**config.mk**
```make
export PLATFORM = sky130hd
export DESIGN_NAME = phase_lock_comparator
export DESIGN_NICKNAME = d
export VERILOG_FILES = /design/src/rtl/pdl_pkg.sv /design/src/rtl/pdl_edge_sync.sv /design/src/rtl/pdl_pfd_core.sv /design/src/rtl/pdl_lock_judge.sv /design/src/rtl/pdl_out_stage.sv /design/src/rtl/phase_lock_comparator.sv
export SDC_FILE = /design/constraint.sdc
export NUM_CORES = 1
export LEC_CHECK = 0
export BUFFER_PORTS_ARGS = -buffer_cell sky130_fd_sc_hd__buf_2
export CORE_UTILIZATION = 30
export CTS_CLUSTER_DIAMETER = 30
export DETAILED_ROUTE_END_ITERATION = 8
export SLEW_MARGIN = 20
export SYNTH_ARGS = -nofsm -noshare
export SYNTH_HDL_FRONTEND = slang
export SYNTH_SLANG_ARGS = --single-unit
```
**constraint.sdc**
```tcl
create_clock -name clk -period 1.92 [get_ports clk]
set_input_delay 0.096 -clock clk [delete_from_list [all_inputs] [get_ports clk]]
set_output_delay 0.096 -clock clk [all_outputs]
set_load 0.01 [all_outputs]
```
**src/rtl/pdl_pkg.sv**
```systemverilog
package pdl_pkg;
  typedef enum logic [1:0] {
    PUMP_HIZ    = 2'b00,
    PUMP_SINK   = 2'b01,
    PUMP_SOURCE = 2'b10,
    PUMP_BAL    = 2'b11
  } pump_code_e;
endpackage

```
**src/rtl/pdl_edge_sync.sv**
```systemverilog
module pdl_edge_sync #(
  parameter int STAGES = 2
) (
  input  logic clk,
  input  logic rst,
  input  logic din,
  output logic lvl,
  output logic rise
);
  logic [STAGES-1:0] chain_q;
  logic              last_q;

  always_ff @(posedge clk) begin
    if (rst) begin
      chain_q <= '0;
      last_q  <= 1'b0;
      rise    <= 1'b0;
    end else begin
      chain_q <= {chain_q[STAGES-2:0], din};
      last_q  <= chain_q[STAGES-1];
      rise    <= chain_q[STAGES-1] & ~last_q;
    end
  end

  assign lvl = chain_q[STAGES-1];
endmodule

```
**src/rtl/pdl_pfd_core.sv**
```systemverilog
module pdl_pfd_core (
  input  logic clk,
  input  logic rst,
  input  logic active,
  input  logic ref_rise,
  input  logic fb_rise,
  output logic adv_q,
  output logic ret_q
);
  // Both flags set marks a finished comparison: hold them for one cycle
  // (balanced pulse), then restart with whatever edges arrive now.
  always_ff @(posedge clk) begin
    if (rst || !active) begin
      adv_q <= 1'b0;
      ret_q <= 1'b0;
    end else if (adv_q && ret_q) begin
      adv_q <= ref_rise;
      ret_q <= fb_rise;
    end else begin
      adv_q <= adv_q | ref_rise;
      ret_q <= ret_q | fb_rise;
    end
  end
endmodule

```
**src/rtl/pdl_lock_judge.sv**
```systemverilog
module pdl_lock_judge #(
  parameter int CNT_W      = 6,
  parameter int LOCK_MAX   = 2,
  parameter int UNLOCK_MIN = 4,
  parameter int LOCK_RUNS  = 3
) (
  input  logic clk,
  input  logic rst,
  input  logic active,
  input  logic adv,
  input  logic ret,
  output logic locked_q
);
  localparam int RUN_W = $clog2(LOCK_RUNS + 1);
  localparam logic [CNT_W:0]   UNL_V   = (CNT_W + 1)'(UNLOCK_MIN);
  localparam logic [CNT_W-1:0] GOOD_V  = CNT_W'(LOCK_MAX);
  localparam logic [CNT_W-1:0] ERR_SAT = {CNT_W{1'b1}};
  localparam logic [RUN_W:0]   RUNS_V  = (RUN_W + 1)'(LOCK_RUNS);
  localparam logic [RUN_W-1:0] RUN_SAT = RUN_W'(LOCK_RUNS);

  logic [CNT_W-1:0] err_q;
  logic [RUN_W-1:0] run_q;
  logic [CNT_W:0]   err_inc;
  logic [RUN_W:0]   run_inc;
  logic             single, done;

  assign err_inc = {1'b0, err_q} + (CNT_W + 1)'(1);
  assign run_inc = {1'b0, run_q} + (RUN_W + 1)'(1);
  assign single  = adv ^ ret;
  assign done    = adv & ret;

  always_ff @(posedge clk) begin
    if (rst || !active) begin
      err_q    <= '0;
      run_q    <= '0;
      locked_q <= 1'b0;
    end else if (single) begin
      if (err_q != ERR_SAT) err_q <= err_inc[CNT_W-1:0];
      if (err_inc >= UNL_V) begin
        locked_q <= 1'b0;
        run_q    <= '0;
      end
    end else if (done) begin
      err_q <= '0;
      if (err_q <= GOOD_V) begin
        if (run_q != RUN_SAT) run_q <= run_inc[RUN_W-1:0];
        if (run_inc >= RUNS_V) locked_q <= 1'b1;
      end else begin
        run_q <= '0;
      end
    end
  end
endmodule

```
**src/rtl/pdl_out_stage.sv**
```systemverilog
module pdl_out_stage
  import pdl_pkg::*;
(
  input  logic       clk,
  input  logic       rst,
  input  logic       adv,
  input  logic       ret,
  input  logic       locked,
  input  logic       polarity,
  input  logic       mon_sel,
  input  logic       pump_en,
  input  logic       pwr_on,
  input  logic       ref_lvl,
  input  logic       fb_lvl,
  output logic [1:0] pump_code,
  output logic       ph_cmos,
  output logic       ph_od_low,
  output logic       lock_mon
);
  pump_code_e pump_d, pump_q;
  logic       ref_lead, fb_lead, cmos_d, od_d, lm_d;

  always_comb begin
    ref_lead = adv & ~ret;
    fb_lead  = ret & ~adv;
    if (!pwr_on || !pump_en)  pump_d = PUMP_HIZ;
    else if (adv && ret)      pump_d = PUMP_BAL;
    else if (ref_lead)        pump_d = polarity ? PUMP_SOURCE : PUMP_SINK;
    else if (fb_lead)         pump_d = polarity ? PUMP_SINK : PUMP_SOURCE;
    else                      pump_d = PUMP_HIZ;
    cmos_d = polarity ? fb_lead  : ref_lead;
    od_d   = polarity ? ref_lead : fb_lead;
    if (mon_sel)      lm_d = polarity ? ref_lvl : fb_lvl;
    else if (!pwr_on) lm_d = 1'b1;
    else              lm_d = locked;
  end

  always_ff @(posedge clk) begin
    if (rst) begin
      pump_q    <= PUMP_HIZ;
      ph_cmos   <= 1'b0;
      ph_od_low <= 1'b0;
      lock_mon  <= 1'b0;
    end else begin
      pump_q    <= pump_d;
      ph_cmos   <= cmos_d;
      ph_od_low <= od_d;
      lock_mon  <= lm_d;
    end
  end

  assign pump_code = pump_q;
endmodule

```
**src/rtl/phase_lock_comparator.sv**
```systemverilog
module phase_lock_comparator #(
  parameter int SYNC_STAGES = 2,
  parameter int CNT_W       = 6,
  parameter int LOCK_MAX    = 2,
  parameter int UNLOCK_MIN  = 4,
  parameter int LOCK_RUNS   = 3
) (
  input  logic       clk,
  input  logic       rst,
  input  logic       ref_in,
  input  logic       fb_in,
  input  logic       polarity,
  input  logic       mon_sel,
  input  logic       pump_en,
  input  logic       pwr_on,
  output logic [1:0] pump_code,
  output logic       ph_cmos,
  output logic       ph_od_low,
  output logic       lock_mon
);
  localparam int N_IN = 2;

  logic [N_IN-1:0] raw_in, lvl, rise;
  logic            adv, ret, locked;

  assign raw_in = {fb_in, ref_in};

  for (genvar i = 0; i < N_IN; i++) begin : g_sync
    pdl_edge_sync #(.STAGES(SYNC_STAGES)) u_sync (
      .clk (clk),
      .rst (rst),
      .din (raw_in[i]),
      .lvl (lvl[i]),
      .rise(rise[i])
    );
  end

  pdl_pfd_core u_core (
    .clk     (clk),
    .rst     (rst),
    .active  (pwr_on),
    .ref_rise(rise[0]),
    .fb_rise (rise[1]),
    .adv_q   (adv),
    .ret_q   (ret)
  );

  pdl_lock_judge #(
    .CNT_W     (CNT_W),
    .LOCK_MAX  (LOCK_MAX),
    .UNLOCK_MIN(UNLOCK_MIN),
    .LOCK_RUNS (LOCK_RUNS)
  ) u_judge (
    .clk     (clk),
    .rst     (rst),
    .active  (pwr_on),
    .adv     (adv),
    .ret     (ret),
    .locked_q(locked)
  );

  pdl_out_stage u_out (
    .clk      (clk),
    .rst      (rst),
    .adv      (adv),
    .ret      (ret),
    .locked   (locked),
    .polarity (polarity),
    .mon_sel  (mon_sel),
    .pump_en  (pump_en),
    .pwr_on   (pwr_on),
    .ref_lvl  (lvl[0]),
    .fb_lvl   (lvl[1]),
    .pump_code(pump_code),
    .ph_cmos  (ph_cmos),
    .ph_od_low(ph_od_low),
    .lock_mon (lock_mon)
  );
endmodule

```
==> metrics <==
DRT Pass-1 Iters 4; R2R depth 5; Fmax achieved 554 MHz; post-DP HPWL around 1400 um; CTS Sinks 24; main combinational cell family by area after synthesis simple AND/OR/NAND/NOR gates; gr busiest metal met2; total gr overflow 0; # fillers approximately 360; Cell Rows 21; Synth Area in Compound Gates 0.124; Crit path max-delay family flip-flops; worst skew pair latency 0.27 ns; Worst Hold Class input pin to flop; largest net degree at the start of global routing 15; clk slew on worst S/H paths 0.09 ns; Starting Density 0.323; WP buf/inv 2; post-CTS setup buffers 0; Setup WS post-layout 0.115 ns; crit path to u_judge.err_q[1]$_SDFFE_PP0P_; Final Hold Fails 0; most frequent cells in the layout dfxtp_1 (24), nor2_1 (12), buf_2 (12); reg2reg start u_core.adv_q$_SDFF_PP0_; CORE AREA 3440 um2; hold buffers post-CTS 0; Max-slew headroom 0.761; Synth Area in Adders 0.0900; drt initial violations 30; CP startpoint u_core.adv_q$_SDFF_PP0_; Worst-Margin Slew between 0.3 and 0.4 ns; H-Tree Depth 1; status complete, no violations; post-route ant nets 0; clock buffer depth 2; Yosys cell types 34; TritonCTS clock tree done; crit path cell chain inv_1, ha_1, inv_1, mux2_2, a32o_1; worst setup path class flop to flop; Worst IR Drop VDD 0.400 mV; syn avg cell area 9.93 um2; n_diodes 0; die area 3960 um2; fraction of layout cells with a size suffix above 1 0.200; Crit. End Element flop; slowest cell delay on critical path around 0.43 ns; Final Setup Violations 0; Post-Synth XOR/XNOR Area 0; Avg Vias per Cell 4.79; Crit path top cell by count inv_1; Worst path depth 5; crit share post-route 0.940; Seq/Total Area, Yosys 0.432; root buf cell clkbuf_8; Post-Syn Instances 112; worst path arrival time 1.97 ns; DIE HEIGHT 62.9 um; Die W between 60 and 70 um; Pwr Density 773 nW/um2; Leak Pwr 0.508 nW; Final #Nets roughly 140; first-pass GRT wire length 3360 um; Setup Skew 0.00371 ns; Sum Neg Setup Slack 0 ns; antenna violations before repair 0; CP max-delay cell dfxtp_1; total CTS buffers 3; crit start category flop; min cycle time layout 1.80 ns; Total Power 992 uW; IO buf count 12; Max Cap Viol 0; Routed wire per std cell 10.9 um; GR Layer Usage met2 0.179; GPL Wtd Cong 0.789; simple-gate share of the synthesized area 0.250; met3 usage 0.0383; reg2reg setup slack 0.12 ns; syn_nets 128; drt drc 0; post-synth design cell area 1110 um2; crit path max fanout 8; dpl ws 0.141 ns; Routed WL 1860 um; commonest non-fill, non-tap cell in the layout dfxtp_1; Seq cells post-synth 24; area grow syn2layout 15.3%; Critical Path RT 2.09 ns; RSZ-0062 raised after global routing false; via count 819; synth warn 0; number of global-route vias before repair 770; overall routing resource usage 0.107; met1 Use GR 0.126; CTS resizes 0; I/O Pins 13; multiplexer area fraction after synthesis 0.0641; RR Endpoint u_judge.err_q[1]$_SDFFE_PP0P_; Max Transition Viols Final 0
## cells by family (layout without fill, tap and decap cells)
kind of cell | count (synthesis) | in the layout
buffers and inverters | 10 | 23
adder cells (fa/ha/maj) | 8 | 8
AO/OA/AOI/OAI | 17 | 17
multiplexers | 7 | 7
flip-flops | 24 | 24
AND/OR/NAND/NOR | 46 | 46
## flip-flops by register name, summed over array words and instances, names as in the netlist
name and count:
u_out.ph_cmos 1, g_sync.u_sync.chain_q 4, u_out.lock_mon 1, u_judge.err_q 6, u_core.adv_q 1, g_sync.u_sync.rise 2
u_core.ret_q 1, u_out.pump_code 2, g_sync.u_sync.last_q 2, u_judge.locked_q 1, u_out.ph_od_low 1, u_judge.run_q 2
## final cells by class
class,instances,area [um2],share of cell area
well taps,46,57.6,0.0449
inverters,7,26.3,0.0205
repair buffers,12,60.1,0.0468
clock buffers,3,41.3,0.0322
multi-input cells,78,587,0.458
clock inverters,1,30.0,0.0234
flip-flops and latches,24,480,0.375
## through the flow
step                      cell area, um2  hold WS (ns)  utilization  std cells
after detailed placement            1210         0.310        0.352        167
after global routing                1280        0.0108        0.373        171
final                               1280        0.0208        0.373        171
after CTS                           1280       0.00881        0.373        171
after global placement              1210         0.304        0.352        167
after floorplan                     1110         0.191            -        112
## how the worst min path moves through the flow
stage                  from  cells past startpoint                        end  slack (ns)
global route        mon_sel                      2  u_out.lock_mon$_SDFF_PP0_        0.01
finish              mon_sel                      2  u_out.lock_mon$_SDFF_PP0_        0.02
detailed placement  mon_sel                      2  u_out.lock_mon$_SDFF_PP0_        0.31
floorplan           mon_sel                      1  u_out.lock_mon$_SDFF_PP0_        0.19
CTS                 mon_sel                      2  u_out.lock_mon$_SDFF_PP0_       0.009
global placement    mon_sel                      2  u_out.lock_mon$_SDFF_PP0_        0.30
## metal layers
layer  vias to the layer above  routed length, um
met5                         -                  0
met4                         0                 11
met3                         2                 69
met2                        15                888
met1                       389                888
li1                        413                  -
## Yosys cell counts
cell type / instances / share of area
a211o_1: 1 / 0.0079
a211oi_1: 3 / 0.020
a21oi_1: 5 / 0.022
a311oi_1: 1 / 0.0079
a31oi_1: 1 / 0.0056
a32o_1: 1 / 0.0090
and2_1: 1 / 0.0056
and2b_1: 1 / 0.0068
and2b_2: 1 / 0.0079
and3_1: 2 / 0.011
and4_1: 1 / 0.0079
buf_4: 2 / 0.013
clkbuf_1: 1 / 0.0034
dfxtp_1: 24 / 0.43
ha_1: 8 / 0.090
inv_1: 7 / 0.024
mux2_2: 1 / 0.010
mux2i_1: 6 / 0.054
nand2_1: 8 / 0.027
nand2b_2: 1 / 0.0079
nand3_1: 3 / 0.013
nand4_1: 1 / 0.0056
nor2_1: 12 / 0.040
nor2b_1: 9 / 0.051
nor3_1: 1 / 0.0045
nor3b_1: 1 / 0.0068
nor4_4: 2 / 0.038
o211ai_1: 1 / 0.0068
o21ai_1: 1 / 0.0045
o221ai_2: 1 / 0.013
o31ai_2: 1 / 0.011
o32ai_2: 1 / 0.015
or3_1: 1 / 0.0056
or3_4: 1 / 0.010
## where the power goes
group          switching [mW]  internal, mW  total, mW
registers             0.00351         0.506      0.510
logic                  0.0221        0.0182     0.0403
clock network           0.163         0.279      0.442
total                   0.189         0.803      0.992
No activity file was read; power rests on OpenSTA's default activity.
